## src/rtl/bcs_pkg.sv

```systemverilog
package bcs_pkg;
    localparam int OFS_W = 3;

    typedef enum logic {
        ST_IDLE  = 1'b0,
        ST_BURST = 1'b1
    } seq_state_t;

    typedef enum logic {
        ORD_SEQ = 1'b0,
        ORD_ILV = 1'b1
    } order_t;
endpackage

```

## src/rtl/bcs_beat_fsm.sv

```systemverilog
module bcs_beat_fsm
    import bcs_pkg::*;
#(
    parameter int BEAT_W = OFS_W
) (
    input  logic              clk,
    input  logic              rst,
    input  logic              start,
    input  logic              advance,
    input  logic              len8_q,
    output logic              load,
    output logic              valid,
    output logic              last,
    output logic [BEAT_W-1:0] beat
);
    localparam logic [BEAT_W-1:0] END4 = BEAT_W'(3);
    localparam logic [BEAT_W-1:0] END8 = BEAT_W'(7);

    seq_state_t state, nxt;
    logic       at_end;

    assign at_end = (beat == (len8_q ? END8 : END4));
    assign load   = (state == ST_IDLE) && start;

    always_ff @(posedge clk) begin
        if (rst) state <= ST_IDLE;
        else     state <= nxt;
    end

    always_comb begin
        nxt = state;
        unique case (state)
            ST_IDLE:  if (start) nxt = ST_BURST;                  // launch
            ST_BURST: if (advance && at_end) nxt = ST_IDLE;       // finish
            default:  nxt = ST_IDLE;
        endcase
    end

    always_ff @(posedge clk) begin
        if (rst)                                      beat <= '0;
        else if (load)                                beat <= '0;
        else if (state == ST_BURST && advance && !at_end) beat <= beat + 1'b1; // step
    end

    always_comb begin
        valid = (state == ST_BURST);
        last  = (state == ST_BURST) && at_end;
    end

    a_r8_last_only_when_valid: assert property (@(posedge clk) disable iff (rst)
        last |-> valid);
    a_r8_finish_drops_valid: assert property (@(posedge clk) disable iff (rst)
        (valid && last && advance) |=> !valid);
    a_r2_launch_beat_zero: assert property (@(posedge clk) disable iff (rst)
        (!valid && start) |=> (valid && beat == '0));
    a_r9_start_ignored_mid_burst: assert property (@(posedge clk) disable iff (rst)
        (valid && !advance) |=> (valid && $stable(beat)));
endmodule

```

## src/rtl/bcs_addr_map.sv

```systemverilog
module bcs_addr_map
    import bcs_pkg::*;
(
    input  logic [OFS_W-1:0] ofs,
    input  logic [OFS_W-1:0] beat,
    input  logic             len8,
    input  order_t           order,
    output logic [OFS_W-1:0] low
);
    logic [1:0] rot;
    logic [1:0] mix;
    logic       grp;

    always_comb begin
        rot = ofs[1:0] + beat[1:0];
        mix = ofs[1:0] ^ beat[1:0];
        grp = len8 ? (ofs[2] ^ beat[2]) : ofs[2];
        unique case (order)
            ORD_SEQ: low = {grp, rot};
            ORD_ILV: low = {grp, mix};
            default: low = ofs;
        endcase
    end

    always_comb begin
        if (beat == '0) a_r2_beat0_is_start: assert (low == ofs);
        if (!len8)      a_r11_bl4_keeps_a2: assert (low[2] == ofs[2]);
    end
endmodule

```

## src/rtl/burst_col_seq.sv

```systemverilog
module burst_col_seq
    import bcs_pkg::*;
#(
    parameter int COL_W = 10
) (
    input  logic             clk,
    input  logic             rst,
    input  logic             start,
    input  logic [COL_W-1:0] start_col,
    input  logic             len8,
    input  logic             ilv,
    input  logic             advance,
    output logic [COL_W-1:0] col_out,
    output logic             beat_valid,
    output logic             beat_last
);
    localparam int UP_W = COL_W - OFS_W;

    logic [COL_W-1:0] col_q;
    logic             len8_q;
    order_t           order_q;
    logic             load;
    logic [OFS_W-1:0] beat;
    logic [OFS_W-1:0] low;

    always_ff @(posedge clk) begin
        if (rst) begin
            col_q   <= '0;
            len8_q  <= 1'b0;
            order_q <= ORD_SEQ;
        end else if (load) begin
            col_q   <= start_col;
            len8_q  <= len8;
            order_q <= ilv ? ORD_ILV : ORD_SEQ;
        end
    end

    bcs_beat_fsm #(.BEAT_W(OFS_W)) u_fsm (
        .clk     (clk),
        .rst     (rst),
        .start   (start),
        .advance (advance),
        .len8_q  (len8_q),
        .load    (load),
        .valid   (beat_valid),
        .last    (beat_last),
        .beat    (beat)
    );

    bcs_addr_map u_map (
        .ofs   (col_q[OFS_W-1:0]),
        .beat  (beat),
        .len8  (len8_q),
        .order (order_q),
        .low   (low)
    );

    generate
        if (UP_W > 0) begin : g_upper
            assign col_out = {col_q[COL_W-1:OFS_W], low};
        end else begin : g_low_only
            assign col_out = low[COL_W-1:0];
        end
    endgenerate

    a_r7_upper_constant: assert property (@(posedge clk) disable iff (rst)
        (beat_valid && $past(beat_valid)) |-> (col_out[COL_W-1:OFS_W] == $past(col_out[COL_W-1:OFS_W])));
    a_r10_hold_without_advance: assert property (@(posedge clk) disable iff (rst)
        (beat_valid && !advance) |=> (beat_valid && $stable(col_out) && $stable(beat_last)));
endmodule

```

## config.mk

```make
export PLATFORM = sky130hd
export DESIGN_NAME = burst_col_seq
export DESIGN_NICKNAME = d
export VERILOG_FILES = /design/src/rtl/bcs_pkg.sv /design/src/rtl/bcs_beat_fsm.sv /design/src/rtl/bcs_addr_map.sv /design/src/rtl/burst_col_seq.sv
export SDC_FILE = /design/constraint.sdc
export NUM_CORES = 1
export LEC_CHECK = 0
export BUFFER_PORTS_ARGS = -buffer_cell sky130_fd_sc_hd__buf_4
export CAP_MARGIN = 5
export CORE_UTILIZATION = 50
export CTS_CLUSTER_SIZE = 28
export DETAILED_ROUTE_END_ITERATION = 7
export GPL_TIMING_DRIVEN = 0
export PLACE_DENSITY_LB_ADDON = 0.12
export SLEW_MARGIN = 20
export SYNTH_ARGS = -nofsm -noshare
export SYNTH_HDL_FRONTEND = slang
export SYNTH_HIERARCHICAL = 1
export SYNTH_SLANG_ARGS = --single-unit
```

## constraint.sdc

```tcl
create_clock -name clk -period 3.97 [get_ports clk]
set_clock_uncertainty 0.2 [all_clocks]
set_input_delay 0.1985 -clock clk [delete_from_list [all_inputs] [get_ports clk]]
set_output_delay 0.1985 -clock clk [all_outputs]
set_load 0.02 [all_outputs]
```

## Word-level counts from Yosys, hierarchy flattened

Index checks and enable logic that the tools add are counted.

| storage, ports and cells | value |
|---|---|
| logic and storage cells | 26 |
| input port bits | 16 |
| flip-flop bits (word level) | 16 |
| output and inout port bits | 12 |

| cells by class | value |
|---|---|
| reductions and logical operators | 7 |
| mux-type cells | 7 |
| add/subtract/negate cells | 2 |
| eq/ne operators | 1 |
| bitwise operators | 4 |

Operators by type and width:

| kind | number |
|---|---|
| 3-bit case mux with 2 select lines | 1 |
| 1-bit logical AND | 5 |
| 1-bit two-way mux | 4 |
| 3-bit by 1-bit adder with 3-bit output (second input constant) | 1 |
| 3-bit equality test | 1 |
| 3-bit two-way mux | 1 |
| 2-bit adder | 1 |
| 1-bit inverter | 2 |
| 1-bit case mux with 2 select lines | 1 |
| 2-bit OR reduction | 1 |
| 2-bit XOR | 1 |
| 1-bit logical NOT | 1 |
| 1-bit XOR | 1 |

## Longest topological paths before layout

Gate-level depths: netlist of run 1.

| depth | value |
|---|---|
| depth in word-level cells | 5 |
| mapped depth | 5 |
| gate-level depth less buffers | 4 |

## Modules after synthesis

The synthesis of run 1 kept the hierarchy.

By module, submodules not included:

| module | seq. area each (um^2) | cells an instance | times used | area an instance (um^2) |
|---|---|---|---|---|
| burst_col_seq | 240.2 | 45 | 1 | 473.0 |
| bcs_beat_fsm | 80.1 | 22 | 1 | 220.2 |
| bcs_addr_map | 0.0 | 7 | 1 | 56.3 |

## Least setup slack after synthesis of run 1

OpenSTA, ideal clock, no wires.

| timing | value |
|---|---|
| path type | register to register |
| from | register u_fsm.state (netlist: u_fsm/valid) |
| to | register col_q[0] |
| data required time | 3642 ps |
| setup time | 128 ps |
| path buffers | 1 |
| clock period less this slack | 1544 ps |
| cell stages (with the launch flop) | 6 |
| arrival time | 1217 ps |
| setup slack | 2426 ps |
| cell sequence | dfxtp_1 > or2b_4 > inv_1 > buf_6 > mux2i_1 > nor2_1 |

| on the way | value |
|---|---|
| word-level cells in the longest chain between the ends | 2 |

Ends and longest elaborated chain:

| what | RTL line | RTL |
|---|---|---|
| from (decl) | bcs_beat_fsm.sv:19 | `seq_state_t state, nxt;` |
| from (signal assigned) | bcs_beat_fsm.sv:27 | `else state <= nxt;` |
| 1-bit inverter | bcs_beat_fsm.sv:23 | `assign load = (state == ST_IDLE) && start;` |
| 1-bit logical AND | bcs_beat_fsm.sv:23 |  |
| via load | burst_col_seq.sv:22 | `logic load;` |
| to (signal assigned) | burst_col_seq.sv:32 | `col_q <= start_col;` |
| to (decl) | burst_col_seq.sv:19 | `logic [COL_W-1:0] col_q;` |

The timed path passes the listed nets, and every way through them passes these cells.
A chain may end at the register's enable or synchronous reset.

## Final worst setup path of run 1

| timing | value |
|---|---|
| from | register u_fsm.state (netlist: u_fsm/valid) |
| to | register order_q |

| on the way | value |
|---|---|
| word-level cells in the longest chain between the ends | 2 |

Ends and longest elaborated chain:

| what | RTL line | RTL |
|---|---|---|
| 1-bit inverter | bcs_beat_fsm.sv:23 |  |
| 1-bit logical AND | bcs_beat_fsm.sv:23 |  |
| via load | burst_col_seq.sv:22 |  |
| to (signal assigned) | burst_col_seq.sv:34 | `order_q <= ilv ? ORD_ILV : ORD_SEQ;` |
| to (decl) | burst_col_seq.sv:21 | `order_t order_q;` |

The timed path passes the listed nets, and every way through them passes these cells.

==> results.cfg, run 1 <==
[drt]
first_pass_iters = 4
maxUsedRoutingLayer = met4
wl_met1_um = 673
dr_wl_met3_um = 58
dr_total_vias = 650
ant_nets = 0
viasPerCell = 4.85
wl_met2_um = 824
drt_iter0_markers = 4
drt_wl_total_um = 1570
wire_per_inst_um = 11.7
drcViolationCount = 0

[clock_tree]
insertion_delay_ns = 0.28
clock_path_buffers = 2
numCtsBuffers = 3
clk_pin_slew_ns = 0.10
post-cts-setup-buffers = 0
numClockSinks = 16
cts_tree = built
clockRootBuffer = clkbuf_4
htreeDepth = 1

[die]
fp.coreArea_mm2 = 0.00135
die_w_um = 40.7
start_util = 0.555
dieArea_mm2 = 0.00166
num_io_pins = 28
num_rows = 13
die_y_um = 40.7

[sta]
rsz0062_at_grt = false
finalSetupTns_ns = 0
setup_viol = 0
max_slew_margin = 0.704
min_period_ns = 1.96
timing.final.hold_violations = 0
post-route-period-util = 0.495
worst_pin_slew_ns = 0.444
drv_slew = 0
max_freq_mhz = 509

[grt]
grt_start_max_net_pins = 11
first_global_vias = 539
grt_util_all_layers = 0.213
overflow = 0
grt_pass1_wl_um = 2170
antenna_found_initial = 0

[finish]
regArea_um2 = 320
multi_input_area_um2 = 350
fillers = 78
area_growth_pct = 53.1
drive_above_1_share = 0.353
layout.nets = 138
antenna_cells = 0
final_core_util = 0.850

[yosys]
yosysTopAreaCell = dfxtp_1
synthTopCellsByCount = 16 x dfxtp_1, 15 x mux2i_1, 12 x nor2_1
avgSynthCellArea_um2 = 10.1
yosysSeqAreaShare = 0.427
yosysUniqueCellTypes = 20
synth_top_area_share = 0.427
synth.ff_latch_count = 16
netlist_area_um2 = 749
synthArstFlopShare = 0
yosys_warnings = 6
synth_edf_count = 0
syn_nets = 92
yosysMostFrequentCell = dfxtp_1
synthFlopType = dfxtp_1
yosys-top-cells-area = dfxtp_1 43%, mux2i_1 20%, buf_4 8.0%, nor2_1 6.0%, xnor2_1 4.7%
synthCells = 74

[critical_path]
end_kind = register
crit_type = register to register
start_kind = register
crit_fanout = 7
critPathRequiredTime_ns = 3.95
cp.arrival_ns = 1.94

[run_status]
status = finished clean

[min_path]
hold_path_class = primary input to register

[flow_run]
drv_cap = 0

[placed_design]
io_buffer_count = 27
hpwl_um = 1010
gp_congestion = 0.715

[pwr]
ir_worst_vdd_mv = 0.194
power.density_mw_per_mm2 = 318
p_leak_nw = 0.555
-- logic make-up after synthesis --
logic type / after synthesis / synth area share
buffers and inverters: 11 / 0.105
multiplexers: 15 / 0.200
AO/OA/AOI/OAI: 3 / 0.0284
adder cells (fa/ha/maj): 2 / 0.0334
XOR/XNOR: 4 / 0.0467
flip-flops: 16 / 0.427
AND/OR/NAND/NOR: 23 / 0.159
-- area by class of cell --
type                    instances  share of cell area
clock buffers                   4              0.0316
flip-flops and latches         16               0.279
plain buffers                  10              0.0654
inverters                       1             0.00327
repair buffers                 41               0.299
well taps                      15              0.0164
multi-input cells              47               0.305
-- final timing paths --
check,start,to,slack (ns),cells after the start
setup / recovery,u_fsm/valid$_SDFF_PP0_,order_q$_SDFFE_PP0P_,2.01,5
hold / removal,start,u_fsm/valid$_SDFF_PP0_,0.02,3
setup reg to reg,u_fsm/valid$_SDFF_PP0_,order_q$_SDFFE_PP0P_,2.01,5
hold reg to reg,col_q[8]$_SDFFE_PP0P_,col_q[8]$_SDFFE_PP0P_,0.31,2
-- critical path: stages (launching register included) --
cell and delay, ns:
dfxtp_1 0.37, or2b_4 0.29, inv_1 0.18, mux2i_1 0.21, nor2_1 0.06, dlygate4sd3_1 0.55
-- power by group --
part	total, mW	leakage, nW	internal (mW)	switching [mW]
clock network	0.109	0.0210	0.0558	0.0532
registers	0.175	0.131	0.169	0.00625
logic	0.0809	0.402	0.0478	0.0331
total	0.365	0.555	0.273	0.0925
-- stage by stage --
stage	instances	power [mW]	instance area, um^2	hold slack, ns	setup WS (ns)
after detailed placement	116	0.248	971	0.230	2.37
after global routing	134	0.385	1150	0.0214	1.96
after CTS	134	0.366	1150	0.00614	2.04
after floorplan	74	0.220	749	0.0709	2.43
after global placement	116	0.246	971	0.219	2.41
final	134	0.365	1150	0.0180	2.01
-- layer usage --
layer  up-vias  GRT usage
li1        331          -
met1       300      0.241
met2        17      0.337
met3         2     0.0815
met4         0      0.125
met5         -          0
-- sequential cells by signal, summed over array words and instances (netlist names) --
name,cells
col_q,10
u_fsm/beat,3
len8_q,1
order_q,1
u_fsm/valid,1
-- cell usage in the layout, fill, tap and decap left out, types with 2 or more instances in the layout --
cell	instances
buf_4	35
ha_1	2
dfxtp_1	16
nand2_1	2
nand3b_1	3
clkbuf_4	3
dlygate4sd3_1	14
mux2i_1	15
xnor2_1	4
nor2_1	12
-- repair_timing --
action,CTS,global route
gates resized for setup,0,0
endpoints found under the hold margin,14,0
hold buffers,14,0
(Power assumes the default switching activity.)
==> run 2, diff against run 1 <==
--- a/config.mk
+++ b/config.mk
@@ -7,7 +7,7 @@
 export LEC_CHECK = 0
 export BUFFER_PORTS_ARGS = -buffer_cell sky130_fd_sc_hd__buf_4
 export CAP_MARGIN = 5
-export CORE_UTILIZATION = 50
+export CORE_UTILIZATION = 46
 export CTS_CLUSTER_SIZE = 28
 export DETAILED_ROUTE_END_ITERATION = 7
 export GPL_TIMING_DRIVEN = 0
==> constraint.sdc (replaced) <==
create_clock -name clk -period 1.9 [get_ports clk]
set_clock_uncertainty 0.2 [all_clocks]
set_input_delay 0.095 -clock clk [delete_from_list [all_inputs] [get_ports clk]]
set_output_delay 0.095 -clock clk [all_outputs]
set_load 0.02 [all_outputs]
==> run 2 against run 1 <==
- register-to-register slack got worse by 1.8 ns
- global-route usage down 2.4 points
- wire length is 3.3% lower
- critical path depth did not move
- clock-buffer cell count unchanged
- cell count rose by 1.5%
- first-iteration DRC count fell by 75%
- clock power up 110%
- combinational power rose by 110%
- sequential share of layout area shrank 0.27 points
- worst setup slack got worse by 1.8 ns
- critical path type is now primary input to register
==> results.cfg, run 2 (synthesis gave the netlist of run 1 again) <==
[finish]
fillers = 117
multi_input_area_um2 = 350
largestRegisters = col_q x10, u_fsm/beat x3
mostFrequentLayoutCell = buf_4
final_area_mm2 = 0.00116
regArea_um2 = 320
layout.nets = 139
antenna_cells = 0
drive_above_1_share = 0.350
top_register = col_q
most-common-layout-cells = 35 x buf_4, 16 x dfxtp_1, 15 x mux2i_1, 15 x dlygate4sd3_1, 12 x nor2_1
largest_reg_flops = 10
area_growth_pct = 54.6

[run_status]
status = finished clean

[critical_path]
r2r-start = u_fsm/beat[0]$_SDFFE_PP0P_
ff2ff_path_depth = 3
reg2reg_slack_ns = 0.25
crit_fanout = 9
timing.rr.end = u_fsm/valid$_SDFF_PP0_
start_kind = primary input
cp.arrival_ns = 1.69
crit_type = primary input to register
critPathRequiredTime_ns = 1.93
end_kind = register

[sta]
worst_pin_slew_ns = 0.441
rsz0062_at_grt = false
max_freq_mhz = 602
timing.final.hold_violations = 0
post-route-period-util = 0.874
setup_viol = 0
drv_slew = 0
min_period_ns = 1.66
max_slew_margin = 0.706
finalSetupTns_ns = 0

[clock_tree]
clock_path_buffers = 2
clockRootBuffer = clkbuf_4
htreeDepth = 1
clk_pin_slew_ns = 0.10
cts_tree = built
numClockSinks = 16
numCtsBuffers = 3
cts_resized = 0
insertion_delay_ns = 0.28

[placed_design]
hpwl_um = 993
io_buffer_count = 27
place_area_um2 = 972
gp_congestion = 0.719

[drt]
dr_total_vias = 660
drcViolationCount = 0
wire_per_inst_um = 11.1
drt_iter0_markers = 1
first_pass_iters = 2
viasPerCell = 4.85
drt_wl_total_um = 1520
ant_nets = 0

[pwr]
p_leak_nw = 0.558
ir_worst_vdd_mv = 0.636
power.density_mw_per_mm2 = 657
power_mw = 0.761

[grt]
overflow = 0
first_global_vias = 642
antenna_found_initial = 0
grt_pass1_wl_um = 2550
grt_start_max_net_pins = 11
grt_util_all_layers = 0.188

[flow_run]
drv_cap = 0

[die]
start_util = 0.498
dieArea_mm2 = 0.00179
die_y_um = 42.4
die_w_um = 42.4
num_io_pins = 28
fp.coreArea_mm2 = 0.00151
num_rows = 14

[min_path]
hold_path_class = primary input to register
holdPathStages = 4
worstHoldStart = start
min_to = u_fsm/beat[0]$_SDFFE_PP0P_
## run 2: cell count changes in the layout (fill, tap and decap cells not counted)
cell	previous run	this run
dlygate4sd3_1	14	15
## run 2: stage by stage
stage	setup slack [ns]	util	cells	hold WS, ns
2_1_floorplan	0.356	-	74	-0.0326
3_3_place_gp	0.329	0.645	117	0.117
3_5_place_dp	0.298	0.645	117	0.126
4_1_cts	0.289	0.769	136	0.142
5_1_grt	0.163	0.769	136	0.153
6_report	0.238	0.769	136	0.140
## run 2: layout make-up
class                      count  area share
multi-input combinational     47       0.302
tap                           16      0.0173
inverter                       1     0.00324
clock buffer                   4      0.0313
sequential                    16       0.276
buffer                        10      0.0648
timing repair buffer          42       0.305
## run 2: how the worst max path moves through the flow
stage | slack, ns | to | start | depth (start not counted)
floorplan | 0.36 | col_q[0]$_SDFFE_PP0P_ | u_fsm/valid$_SDFF_PP0_ | 5
global placement | 0.33 | col_q[6]$_SDFFE_PP0P_ | u_fsm/valid$_SDFF_PP0_ | 5
detailed placement | 0.30 | col_q[5]$_SDFFE_PP0P_ | u_fsm/valid$_SDFF_PP0_ | 5
CTS | 0.29 | u_fsm/valid$_SDFF_PP0_ | rst | 5
global route | 0.16 | u_fsm/valid$_SDFF_PP0_ | len8_q$_SDFFE_PP0P_ | 3
finish | 0.24 | u_fsm/valid$_SDFF_PP0_ | rst | 5
## run 2: layer usage
layer  GRT usage  vias to the layer above  share of wire
met5           0                        -              0
met4      0.0375                        0              0
met3      0.0517                        0          0.034
met2       0.357                       15           0.52
met1       0.207                      311           0.44
li1            -                      334              -
## run 2: power breakdown
part	leakage [nW]	switching [mW]	internal (mW)	total, mW
sequential	0.131	0.0122	0.353	0.365
clock	0.0210	0.108	0.117	0.225
combinational	0.405	0.0693	0.101	0.171
## run 2: worst max-delay path: stages
cell and delay (ns):
dlygate4sd3_1 0.53, buf_4 0.16, o21bai_1 0.15, a41oi_1 0.17, dlygate4sd3_1 0.58
## run 2: repair_timing
item,CTS,global route
hold buffers,15,0
hold endpoints to repair,16,0
setup buffers,0,0
==> run 3, diff against run 2 <==
--- a/config.mk
+++ b/config.mk
@@ -5,9 +5,10 @@
 export SDC_FILE = /design/constraint.sdc
 export NUM_CORES = 1
 export LEC_CHECK = 0
+export ABC_AREA = 1
 export BUFFER_PORTS_ARGS = -buffer_cell sky130_fd_sc_hd__buf_4
 export CAP_MARGIN = 5
-export CORE_UTILIZATION = 46
+export CORE_UTILIZATION = 48
 export CTS_CLUSTER_SIZE = 28
 export DETAILED_ROUTE_END_ITERATION = 7
 export GPL_TIMING_DRIVEN = 0
==> run 3 against run 2 <==
- global-route usage rose by 2.9 points
- core utilization rose by 4.3 points
- critical endpoint unchanged
- design area rose by 12%
- largest power group unchanged
- clock power barely moved
- first-iteration DRC count rose to 11 times the previous value
- cell count rose by 51%
- critical path type is now register to register
- sequential power rose by 3%
- worst setup slack got worse by 0.16 ns
==> results.cfg, run 3 <==
[grt]
overflow = 0
first_global_vias = 785
grt_util_all_layers = 0.218
grt_pass1_wl_um = 3110
grt_start_max_net_pins = 11
antenna_found_initial = 0

[critical_path]
crit_family = buffers and inverters
crit_slowest_cell = dlygate4sd3_1
crit_type = register to register
critPathRequiredTime_ns = 1.87
ff2ff_path_depth = 5
cp_slowest_stage_delay_ns = 0.55
crit_fanout = 5
cpMostUsedCell = nor2_1
end_kind = register
r2r-start = u_fsm/beat[1]$_SDFFE_PP0P_
start_kind = register
reg2reg_slack_ns = 0.08
cp.arrival_ns = 1.79
timing.rr.end = u_fsm/valid$_SDFF_PP0_
cp_num_buf_inv = 1
worstPathCellList = ha_1, nand3_2, nor2_1, nor2_1, dlygate4sd3_1

[min_path]
hold_path_class = register to register
holdPathStages = 2
min_to = col_q[3]$_SDFFE_PP0P_
worstHoldStart = col_q[3]$_SDFFE_PP0P_

[drt]
first_pass_iters = 4
dr_total_vias = 868
wire_per_inst_um = 9.47
drcViolationCount = 0
ant_nets = 0
drt_wl_total_um = 1940
drt_iter0_markers = 11
viasPerCell = 4.23

[yosys]
yosysUniqueCellTypes = 17
synth_edf_count = 0
yosysMostFrequentCell = nand2_1
yosys-top-cells-area = dfxtp_1 37%, nand2_1 16%, nor2_1 13%, inv_1 11%, buf_4 7.0%
syn_nets = 152
synthTopCellsByCount = 36 x nand2_1, 30 x nor2_1, 25 x inv_1
yosys_warnings = 6
yosysSeqAreaShare = 0.371
synthArstFlopShare = 0
avgSynthCellArea_um2 = 6.44
synthFlopType = dfxtp_1
yosysTopAreaCell = dfxtp_1
synthCells = 134
synth.ff_latch_count = 16
netlist_area_um2 = 863
synth_top_area_share = 0.371

[pwr]
p_sw_mw = 0.222
power_mw = 0.809
p_seq_frac = 0.463
clockPowerShare = 0.280
p_leak_nw = 0.698
swShare = 0.274
comb_power_share = 0.257
p_int_mw = 0.587
power.density_mw_per_mm2 = 625
ir_worst_vdd_mv = 0.459

[die]
fp.coreArea_mm2 = 0.00159
num_io_pins = 28
die_y_um = 44.4
start_util = 0.542
die_w_um = 44.4
dieArea_mm2 = 0.00197
num_rows = 14

[sta]
timing.final.hold_violations = 0
setup_viol = 0
worst_pin_slew_ns = 0.290
rsz0062_at_grt = false
drv_slew = 0
finalSetupTns_ns = 0
max_slew_margin = 0.805
max_freq_mhz = 550
min_period_ns = 1.82
post-route-period-util = 0.956

[finish]
area_growth_pct = 50.0
mostFrequentLayoutCell = nand2_1
fillers = 106
final_area_mm2 = 0.00129
largestRegisters = col_q x10, u_fsm/beat x3
layout.nets = 200
antenna_cells = 0
largest_reg_flops = 10
top_register = col_q
most-common-layout-cells = 36 x nand2_1, 35 x buf_4, 29 x nor2_1, 25 x inv_1
drive_above_1_share = 0.265

[flow_run]
drv_cap = 0

[clock_tree]
post-cts-setup-buffers = 0
numCtsBuffers = 3
htreeDepth = 1
insertion_delay_ns = 0.28
clock_path_buffers = 2
clk_pin_slew_ns = 0.10
clockRootBuffer = clkbuf_4
cts_tree = built
numClockSinks = 16

[placed_design]
gp_congestion = 0.727
hpwl_um = 1180
io_buffer_count = 27
place_area_mm2 = 0.00110

[run_status]
status = finished clean
## run 3: metal layers
layer | routed length, um | global-route usage | part of all wire | vias up
met3 | 78 | 0.0571 | 0.040 | 2
met5 | 0 | 0 | 0 | -
met2 | 992 | 0.403 | 0.51 | 18
li1 | - | - | - | 477
met1 | 861 | 0.230 | 0.44 | 371
met4 | 8 | 0.0909 | 0.0041 | 0
## run 3: stage by stage
stage | setup WS, ns | hold WS [ns] | utilization | instances
final | 0.0831 | 0.280 | 0.812 | 205
after global routing | 0.0282 | 0.311 | 0.812 | 205
after CTS | 0.0885 | 0.277 | 0.811 | 205
after detailed placement | 0.543 | 0.165 | 0.688 | 185
after global placement | 0.527 | 0.164 | 0.688 | 185
after floorplan | 0.560 | 0.0590 | - | 134
## run 3: tightest hold or removal path, cell delays in order (launching register included)
cell,delay (ns)
dfxtp_1,0.32
nor2_1,0.08
nor2_1,0.05
## run 3: cell type report
class | instances | area (um^2) | share of cell area
Inverter | 26 | 98.8 | 0.0763
Tap cell | 24 | 30.0 | 0.0232
Multi-Input combinational cell | 81 | 359 | 0.277
Timing Repair Buffer | 43 | 363 | 0.280
Clock buffer | 4 | 36.3 | 0.0280
Sequential cell | 16 | 320 | 0.247
Buffer | 11 | 87.6 | 0.0676
## run 3: cells by family (layout without fill, tap and decap cells)
| family | after synthesis | after routing | synth area share |
|---|---|---|---|
| buf+inv | 37 | 84 | 0.216 |
| simple gates | 73 | 73 | 0.336 |
| fa+ha+maj | 2 | 2 | 0.0290 |
| compound gates | 5 | 5 | 0.0377 |
| flops | 16 | 16 | 0.371 |
| xor+xnor | 1 | 1 | 0.0101 |
## run 3: repair_timing
action                                 in CTS  in global routing
setup endpoints to repair                   0                  1
hold buffers                               16                  0
endpoints found under the hold margin      16                  0
resized for setup                           0                  1
## run 3: worst max-delay path by stage
stage,startpoint,to,slack (ns),depth (start not counted)
finish,u_fsm/beat[1]$_SDFFE_PP0P_,u_fsm/valid$_SDFF_PP0_,0.08,5
global route,u_fsm/beat[1]$_SDFFE_PP0P_,u_fsm/valid$_SDFF_PP0_,0.03,5
CTS,start,col_q[7]$_SDFFE_PP0P_,0.09,8
detailed placement,u_fsm/valid$_SDFF_PP0_,col_q[5]$_SDFFE_PP0P_,0.54,5
global placement,u_fsm/valid$_SDFF_PP0_,col_q[8]$_SDFFE_PP0P_,0.53,5
floorplan,u_fsm/valid$_SDFF_PP0_,col_q[0]$_SDFFE_PP0P_,0.56,5
## run 3: power by group through the flow
stage	registers (mW)	logic [mW]	clock network (mW)
after floorplan	0.380	0.113	0
after global placement	0.380	0.173	0
after detailed placement	0.382	0.177	0
after CTS	0.374	0.205	0.233
after global routing	0.378	0.227	0.248
final	0.375	0.208	0.226
